--- src/rtl/wt_dcache_pkg.sv ---
package wt_dcache_pkg;
  typedef enum logic [1:0] {
    ST_IDLE  = 2'd0,
    ST_RDREQ = 2'd1,
    ST_FILL  = 2'd2,
    ST_WRREQ = 2'd3
  } ctl_state_t;
endpackage

--- src/rtl/wt_dcache_array.sv ---
module wt_dcache_array #(
  parameter int LINES  = 16,
  parameter int WORDS  = 4,
  parameter int DATA_W = 32,
  parameter int TAG_W  = 24,
  localparam int IDX_W  = $clog2(LINES),
  localparam int WSEL_W = $clog2(WORDS)
) (
  input  logic              clk,
  input  logic              rst_n,
  input  logic              inv_all,
  input  logic [IDX_W-1:0]  lk_idx,
  input  logic [WSEL_W-1:0] lk_word,
  input  logic [TAG_W-1:0]  lk_tag,
  output logic              lk_hit,
  output logic [DATA_W-1:0] lk_data,
  input  logic              wr_en,
  input  logic [IDX_W-1:0]  wr_idx,
  input  logic [WSEL_W-1:0] wr_word,
  input  logic [TAG_W-1:0]  wr_tag,
  input  logic [DATA_W-1:0] wr_data
);
  logic [TAG_W-1:0]  tag_q [LINES];
  logic [WORDS-1:0]  vld_q [LINES];
  logic [DATA_W-1:0] dat_q [LINES][WORDS];
  logic [LINES-1:0]  line_any;

  assign lk_hit  = vld_q[lk_idx][lk_word] && (tag_q[lk_idx] == lk_tag);
  assign lk_data = dat_q[lk_idx][lk_word];

  // A write to a line under a new tag starts that line over with one valid word.
  always_ff @(posedge clk or negedge rst_n) begin
    if (!rst_n) begin
      for (int l = 0; l < LINES; l++) vld_q[l] <= '0;
    end else if (inv_all) begin
      for (int l = 0; l < LINES; l++) vld_q[l] <= '0;
    end else if (wr_en) begin
      vld_q[wr_idx] <= ((tag_q[wr_idx] == wr_tag) ? vld_q[wr_idx] : '0)
                       | (WORDS'(1) << wr_word);
    end
  end

  always_ff @(posedge clk) begin
    if (wr_en) begin
      tag_q[wr_idx]          <= wr_tag;
      dat_q[wr_idx][wr_word] <= wr_data;
    end
  end

  for (genvar l = 0; l < LINES; l++) begin : g_any
    assign line_any[l] = |vld_q[l];
  end

  a_r10_inv_clears: assert property (@(posedge clk) disable iff (!rst_n)
    inv_all |=> (line_any == '0));
endmodule

--- src/rtl/wt_dcache_ctrl.sv ---
module wt_dcache_ctrl
  import wt_dcache_pkg::*;
#(
  parameter int ADDR_W = 32,
  parameter int DATA_W = 32,
  parameter int LINES  = 16,
  parameter int WORDS  = 4,
  localparam int OFF_W  = $clog2(DATA_W / 8),
  localparam int WSEL_W = $clog2(WORDS),
  localparam int IDX_W  = $clog2(LINES),
  localparam int TAG_W  = ADDR_W - IDX_W - WSEL_W - OFF_W,
  localparam int LWA_W  = ADDR_W - OFF_W
) (
  input  logic              clk,
  input  logic              rst_n,
  input  logic              cpu_req_valid,
  output logic              cpu_req_ready,
  input  logic              cpu_req_we,
  input  logic [ADDR_W-1:0] cpu_req_addr,
  input  logic [DATA_W-1:0] cpu_req_wdata,
  output logic              cpu_rsp_valid,
  input  logic              cpu_rsp_ready,
  output logic [DATA_W-1:0] cpu_rsp_rdata,
  output logic              mem_req_valid,
  input  logic              mem_req_ready,
  output logic              mem_req_we,
  output logic              mem_req_burst,
  output logic [ADDR_W-1:0] mem_req_addr,
  output logic [DATA_W-1:0] mem_req_wdata,
  input  logic              mem_rsp_valid,
  input  logic [DATA_W-1:0] mem_rsp_data,
  input  logic              mem_burst_ok,
  input  logic              wr_alloc,
  output logic [IDX_W-1:0]  lk_idx,
  output logic [WSEL_W-1:0] lk_word,
  output logic [TAG_W-1:0]  lk_tag,
  input  logic              lk_hit,
  input  logic [DATA_W-1:0] lk_data,
  output logic              wr_en,
  output logic [IDX_W-1:0]  wr_idx,
  output logic [WSEL_W-1:0] wr_word,
  output logic [TAG_W-1:0]  wr_tag,
  output logic [DATA_W-1:0] wr_data
);
  ctl_state_t        st_q;
  logic [LWA_W-1:0]  lwa_q;
  logic [DATA_W-1:0] wdata_q;
  logic              burst_q;
  logic [WSEL_W-1:0] beat_q;
  logic              rsp_pend_q;
  logic [DATA_W-1:0] rsp_data_q;
  logic              acc;
  logic [LWA_W-1:0]  req_lwa;
  logic              unused_low;

  assign req_lwa    = cpu_req_addr[ADDR_W-1:OFF_W];
  assign unused_low = ^cpu_req_addr[OFF_W-1:0];

  assign lk_word = req_lwa[WSEL_W-1:0];
  assign lk_idx  = req_lwa[WSEL_W +: IDX_W];
  assign lk_tag  = req_lwa[LWA_W-1 -: TAG_W];

  assign cpu_req_ready = (st_q == ST_IDLE) && !rsp_pend_q;
  assign acc           = cpu_req_valid && cpu_req_ready;
  assign cpu_rsp_valid = rsp_pend_q;
  assign cpu_rsp_rdata = rsp_data_q;

  assign mem_req_valid = (st_q == ST_RDREQ) || (st_q == ST_WRREQ);
  assign mem_req_we    = (st_q == ST_WRREQ);
  assign mem_req_burst = (st_q == ST_RDREQ) && burst_q;
  assign mem_req_addr  = {lwa_q, {OFF_W{1'b0}}};
  assign mem_req_wdata = wdata_q;

  // Array write: refill beats, or write hit / allocating write miss at acceptance.
  always_comb begin
    wr_en   = acc && cpu_req_we && (lk_hit || wr_alloc);
    wr_idx  = lk_idx;
    wr_word = lk_word;
    wr_tag  = lk_tag;
    wr_data = cpu_req_wdata;
    if (st_q == ST_FILL && mem_rsp_valid) begin
      wr_en   = 1'b1;
      wr_idx  = lwa_q[WSEL_W +: IDX_W];
      wr_word = lwa_q[WSEL_W-1:0] + beat_q;
      wr_tag  = lwa_q[LWA_W-1 -: TAG_W];
      wr_data = mem_rsp_data;
    end
  end

  always_ff @(posedge clk or negedge rst_n) begin
    if (!rst_n) begin
      st_q       <= ST_IDLE;
      lwa_q      <= '0;
      wdata_q    <= '0;
      burst_q    <= 1'b0;
      beat_q     <= '0;
      rsp_pend_q <= 1'b0;
      rsp_data_q <= '0;
    end else begin
      if (cpu_rsp_valid && cpu_rsp_ready) rsp_pend_q <= 1'b0;
      case (st_q)
        ST_IDLE: if (acc) begin
          lwa_q   <= req_lwa;
          wdata_q <= cpu_req_wdata;
          burst_q <= mem_burst_ok;
          if (cpu_req_we) begin
            st_q <= ST_WRREQ;
          end else if (lk_hit) begin
            rsp_pend_q <= 1'b1;
            rsp_data_q <= lk_data;
          end else begin
            st_q <= ST_RDREQ;
          end
        end
        ST_RDREQ: if (mem_req_ready) begin
          st_q   <= ST_FILL;
          beat_q <= '0;
        end
        ST_FILL: if (mem_rsp_valid) begin
          beat_q <= beat_q + 1'b1;
          if (beat_q == '0) begin
            rsp_pend_q <= 1'b1;
            rsp_data_q <= mem_rsp_data;
          end
          if (!burst_q || beat_q == WSEL_W'(WORDS - 1)) st_q <= ST_IDLE;
        end
        ST_WRREQ: if (mem_req_ready) st_q <= ST_IDLE;
        default: st_q <= ST_IDLE;
      endcase
    end
  end

  a_r11_mem_hold: assert property (@(posedge clk) disable iff (!rst_n)
    mem_req_valid && !mem_req_ready |=> mem_req_valid && $stable(mem_req_addr)
                                        && $stable(mem_req_we) && $stable(mem_req_burst));
  a_r11_rsp_hold: assert property (@(posedge clk) disable iff (!rst_n)
    cpu_rsp_valid && !cpu_rsp_ready |=> cpu_rsp_valid && $stable(cpu_rsp_rdata));
  a_r6_write_through: assert property (@(posedge clk) disable iff (!rst_n)
    acc && cpu_req_we |=> mem_req_valid && mem_req_we && mem_req_wdata == $past(cpu_req_wdata));
  a_r2_hit_no_mem: assert property (@(posedge clk) disable iff (!rst_n)
    acc && !cpu_req_we && lk_hit |=> cpu_rsp_valid && !mem_req_valid);
  a_r5_first_beat: assert property (@(posedge clk) disable iff (!rst_n)
    (st_q == ST_FILL) && mem_rsp_valid && (beat_q == '0)
      |=> cpu_rsp_valid && cpu_rsp_rdata == $past(mem_rsp_data));
endmodule

--- src/rtl/wt_dcache.sv ---
module wt_dcache #(
  parameter int ADDR_W = 32,
  parameter int DATA_W = 32,
  parameter int LINES  = 16,
  parameter int WORDS  = 4,
  localparam int OFF_W  = $clog2(DATA_W / 8),
  localparam int WSEL_W = $clog2(WORDS),
  localparam int IDX_W  = $clog2(LINES),
  localparam int TAG_W  = ADDR_W - IDX_W - WSEL_W - OFF_W
) (
  input  logic              clk,
  input  logic              rst_n,
  input  logic              cpu_req_valid,
  output logic              cpu_req_ready,
  input  logic              cpu_req_we,
  input  logic [ADDR_W-1:0] cpu_req_addr,
  input  logic [DATA_W-1:0] cpu_req_wdata,
  output logic              cpu_rsp_valid,
  input  logic              cpu_rsp_ready,
  output logic [DATA_W-1:0] cpu_rsp_rdata,
  output logic              mem_req_valid,
  input  logic              mem_req_ready,
  output logic              mem_req_we,
  output logic              mem_req_burst,
  output logic [ADDR_W-1:0] mem_req_addr,
  output logic [DATA_W-1:0] mem_req_wdata,
  input  logic              mem_rsp_valid,
  input  logic [DATA_W-1:0] mem_rsp_data,
  input  logic              mem_burst_ok,
  input  logic              wr_alloc,
  input  logic              inv_all
);
  logic [IDX_W-1:0]  lk_idx, wr_idx;
  logic [WSEL_W-1:0] lk_word, wr_word;
  logic [TAG_W-1:0]  lk_tag, wr_tag;
  logic [DATA_W-1:0] lk_data, wr_data;
  logic              lk_hit, wr_en;

  wt_dcache_ctrl #(
    .ADDR_W(ADDR_W), .DATA_W(DATA_W), .LINES(LINES), .WORDS(WORDS)
  ) u_ctrl (
    .clk(clk), .rst_n(rst_n),
    .cpu_req_valid(cpu_req_valid), .cpu_req_ready(cpu_req_ready),
    .cpu_req_we(cpu_req_we), .cpu_req_addr(cpu_req_addr), .cpu_req_wdata(cpu_req_wdata),
    .cpu_rsp_valid(cpu_rsp_valid), .cpu_rsp_ready(cpu_rsp_ready), .cpu_rsp_rdata(cpu_rsp_rdata),
    .mem_req_valid(mem_req_valid), .mem_req_ready(mem_req_ready), .mem_req_we(mem_req_we),
    .mem_req_burst(mem_req_burst), .mem_req_addr(mem_req_addr), .mem_req_wdata(mem_req_wdata),
    .mem_rsp_valid(mem_rsp_valid), .mem_rsp_data(mem_rsp_data),
    .mem_burst_ok(mem_burst_ok), .wr_alloc(wr_alloc),
    .lk_idx(lk_idx), .lk_word(lk_word), .lk_tag(lk_tag), .lk_hit(lk_hit), .lk_data(lk_data),
    .wr_en(wr_en), .wr_idx(wr_idx), .wr_word(wr_word), .wr_tag(wr_tag), .wr_data(wr_data)
  );

  wt_dcache_array #(
    .LINES(LINES), .WORDS(WORDS), .DATA_W(DATA_W), .TAG_W(TAG_W)
  ) u_array (
    .clk(clk), .rst_n(rst_n), .inv_all(inv_all),
    .lk_idx(lk_idx), .lk_word(lk_word), .lk_tag(lk_tag), .lk_hit(lk_hit), .lk_data(lk_data),
    .wr_en(wr_en), .wr_idx(wr_idx), .wr_word(wr_word), .wr_tag(wr_tag), .wr_data(wr_data)
  );
endmodule

--- config.mk ---
export PLATFORM = sky130hd
export DESIGN_NAME = wt_dcache
export DESIGN_NICKNAME = d
export VERILOG_FILES = /design/src/rtl/wt_dcache_pkg.sv /design/src/rtl/wt_dcache_array.sv /design/src/rtl/wt_dcache_ctrl.sv /design/src/rtl/wt_dcache.sv
export SDC_FILE = /design/constraint.sdc
export NUM_CORES = 2
export LEC_CHECK = 0
export BUFFER_PORTS_ARGS = -buffer_cell sky130_fd_sc_hd__buf_2
export CORE_MARGIN = 1.5
export CORE_UTILIZATION = 59
export CTS_CLUSTER_DIAMETER = 80
export DETAILED_ROUTE_END_ITERATION = 12
export PLACE_DENSITY = 0.72
export SLEW_MARGIN = 15
export SYNTH_ARGS = -nofsm -noshare
export SYNTH_HDL_FRONTEND = slang
export SYNTH_SLANG_ARGS = --single-unit
export TNS_END_PERCENT = 10
--- constraint.sdc ---
create_clock -name clk -period 7.45 [get_ports clk]
set_input_delay 0.3725 -clock clk [delete_from_list [all_inputs] [get_ports clk]]
set_output_delay 0.3725 -clock clk [all_outputs]
set_load 0.05 [all_outputs]
==> flow_summary.ini <==
[setup_path]
cp.required_ps = 8250
cp-start-kind = flip-flop
end_kind = flip-flop
crit_type = reg -> reg
cp_data_arrival_time_ps = 6660
reg2reg_slack_ps = 1600
crit_fanout = 31

[yosys]
synth_area_leaders = edfxtp_1 (67%), mux4_2 (15%), dfrtp_1 (3.8%)
yosysTopAreaCell = edfxtp_1
synth_edf_count = 2432
avgSynthCellArea_um2 = 19.09
synth_warnings = 0
async_flop_share_pct = 6.317
syn-instance-count = 5716
synth.most_common_cell = edfxtp_1
synth_flop_cell = edfxtp_1
synthTopCellsByCount = edfxtp_1 (2,432), mux4_2 (727), nand2_1 (380), mux2i_1 (319), nor2_1 (208)
ys_ff_latch = 2596
yosysSeqAreaShare_pct = 70.69
netlist_area_um2 = 109100
synth_top_area_share_pct = 66.93
yosysUniqueCellTypes = 86

[timing]
final_max_slew_viol_count = 0
fmax_ghz = 0.1708
worst_pin_slew_ps = 1330
fin_ws_ps = 1596
post-route-period-util_pct = 78.57
period_minus_slack_ps = 5854
relSlewSlack_pct = 10.74
final-hold-violation-count = 0
tns_ps = 0
rsz0062_at_grt = false
skew_ps = 59.78
setup_viol_count_final = 0
whs_ps = 23.56

[global_routing]
grt_pass1_vias = 60810
grt_pass1_wl_um = 441300
grt_usage_pct = 33.57
grt_max_degree = 146
gr-total-overflow = 0
grt_antenna_before_repair = 14

[placed_design]
io_buffers = 202
place_ws_ps = 1423
gp_congestion = 0.9721
dp_hpwl_um = 170300

[floorplan]
rows = 157
initial_core_util_pct = 59.47
die_width_um = 433.1
coreArea_um2 = 183500
io_pins = 207
chipHeight_um = 433.1
die_area_um2 = 187500

[cts]
cts_max_path_buffers = 4
cts_made_buffers = 281
cts.htree.levels = 5
cts.clk_slew.worst_paths_ps = 60
clock_latency_ps = 930
tritoncts = done
cts_num_sinks = 2596
cts-root-buf = clkbuf_16

[routing]
drtPass1Iterations = 8
ant_nets = 0
route.vias.total = 62340
via_per_inst = 7.088
drcViolationCount = 0
drtIter0Drc = 9621
routedWlPerCell_um = 35.56
wirelength_um = 312800

[finish]
post-route-util_pct = 67.24
fin_nets = 6248
syn2layout_area_growth_pct = 13.05
drive_above_1_share_pct = 29.13

[worst_hold_path]
min_path_type = in -> async

[flow_run]
drv_cap = 0

[power_and_ir_drop]
cellPowerDensity_nw_per_um2 = 309.9
power_leakage_nw = 41.11
peakVddDrop_mv = 0.5186

[run_status]
status = completed
[stage by stage]
| step | total power [mW] | instances | instance area [µm²] |
|---|---|---|---|
| after floorplan | 22.43 | 5717 | 109100 |
| after global placement | 24.74 | 8225 | 113700 |
| after detailed placement | 24.92 | 8225 | 113700 |
| after CTS | 38.11 | 8790 | 123300 |
| after global routing | 39.12 | 8791 | 123300 |
| final | 38.23 | 8796 | 123400 |
[flip-flops by register name (all words and copies together), names as in the netlist, 2 cells and up]
signal / count
u_array.dat_q: 2048
u_array.tag_q: 384
u_array.vld_q: 64
u_ctrl.beat_q: 2
u_ctrl.cpu_rsp_rdata: 32
u_ctrl.lwa_q: 30
u_ctrl.mem_req_wdata: 32
u_ctrl.st_q: 2
[where the power goes]
group | switching, mW | internal [mW]
logic | 5.25 | 1.92
registers | 0.296 | 17.4
clock network | 5.50 | 7.84
total | 11.0 | 27.2
[worst max-delay path: stages (launching register included)]
cell and delay (ps):
dfrtp_2 360, buf_4 570, and4b_1 530, buf_4 320, a21o_2 810, mux2_2 320
o2111ai_1 130, o31ai_1 650, o211ai_1 340, nor4_4 550, nand4_2 690, a31oi_1 390
[worst paths after layout]
path	end	depth (start not counted)	from
hold reg to reg	u_ctrl.cpu_rsp_rdata[21]	1	u_ctrl.cpu_rsp_rdata[21]
setup reg to reg	u_array.vld_q[15]	11	u_ctrl.st_q[1]
hold / removal	u_array.vld_q[10]	2	rst_n
setup / recovery	u_array.vld_q[15]	11	u_ctrl.st_q[1]
min in group clk	u_ctrl.burst_q	4	cpu_req_valid
max in group asynchronous	u_ctrl.lwa_q[7]	3	rst_n
[repair_timing]
| action | CTS | global route |
|---|---|---|
| gates resized for setup | 0 | 0 |
| hold buffers | 95 | 0 |
| setup buffers | 0 | 0 |
| hold endpoints to repair | 162 | 0 |
[cell usage in the layout, fill, tap and decap left out, drive strengths merged, types with 7 or more instances in the layout]
| cell type | Yosys | layout |
|---|---|---|
| o22a | 14 | 14 |
| a21o | 8 | 8 |
| nor2 | 208 | 208 |
| o221ai | 9 | 9 |
| a2111oi | 9 | 9 |
| clkinv | 0 | 94 |
| o31ai | 72 | 72 |
| bufinv | 0 | 23 |
| buf | 255 | 421 |
| o21ai | 56 | 56 |
| nand2b | 8 | 8 |
| a21oi | 170 | 170 |
| a211oi | 47 | 47 |
| nor2b | 18 | 18 |
| a32oi | 10 | 10 |
| a221oi | 24 | 24 |
| a22o | 7 | 7 |
| dfrtp | 164 | 164 |
| clkbuf | 122 | 341 |
| o22ai | 29 | 29 |
| dlygate4sd3 | 0 | 95 |
| mux2i | 319 | 319 |
| xnor2 | 14 | 14 |
| o211ai | 15 | 15 |
| mux4 | 727 | 727 |
| xor2 | 10 | 10 |
| nor4 | 15 | 15 |
| edfxtp | 2432 | 2432 |
| or4 | 8 | 8 |
| nand4 | 33 | 33 |
| a31oi | 47 | 47 |
| nor3 | 89 | 89 |
| nand2 | 380 | 380 |
| mux2 | 162 | 162 |
| and4 | 9 | 9 |
| a22oi | 47 | 47 |
| nand3 | 45 | 45 |
| inv | 41 | 48 |
[area by class of cell]
cell class | count | area, µm²
Inverter | 41 | 161.4
Multi-Input combinational cell | 2703 | 30350
Clock buffer | 341 | 7405
Tap cell | 2464 | 3083
Antenna cell | 6 | 15.01
Timing Repair Buffer | 516 | 3985
Sequential cell | 2596 | 77140
Fill cell | 11660 | 60110
Clock inverter | 129 | 1225
[logic make-up after synthesis]
family / share of synthesized area [%]
XOR/XNOR: 0.1926
multiplexers: 19.60
other: 0.003437
buffers and inverters: 2.085
flip-flops: 70.69
adder cells (fa/ha/maj): 0.03440
AND/OR/NAND/NOR: 3.575
AO/OA/AOI/OAI: 3.816
[layer usage]
metal / vias up / global-route usage, % / wire length, µm
met4: 12 / 13.63 / 13870
met3: 810 / 8.301 / 38660
met1: 32480 / 46.28 / 112400
li1: 24440 / - / -
met2: 4609 / 52.06 / 147700
met5: - / 0 / 115
No activity file was read; power rests on OpenSTA's default activity.
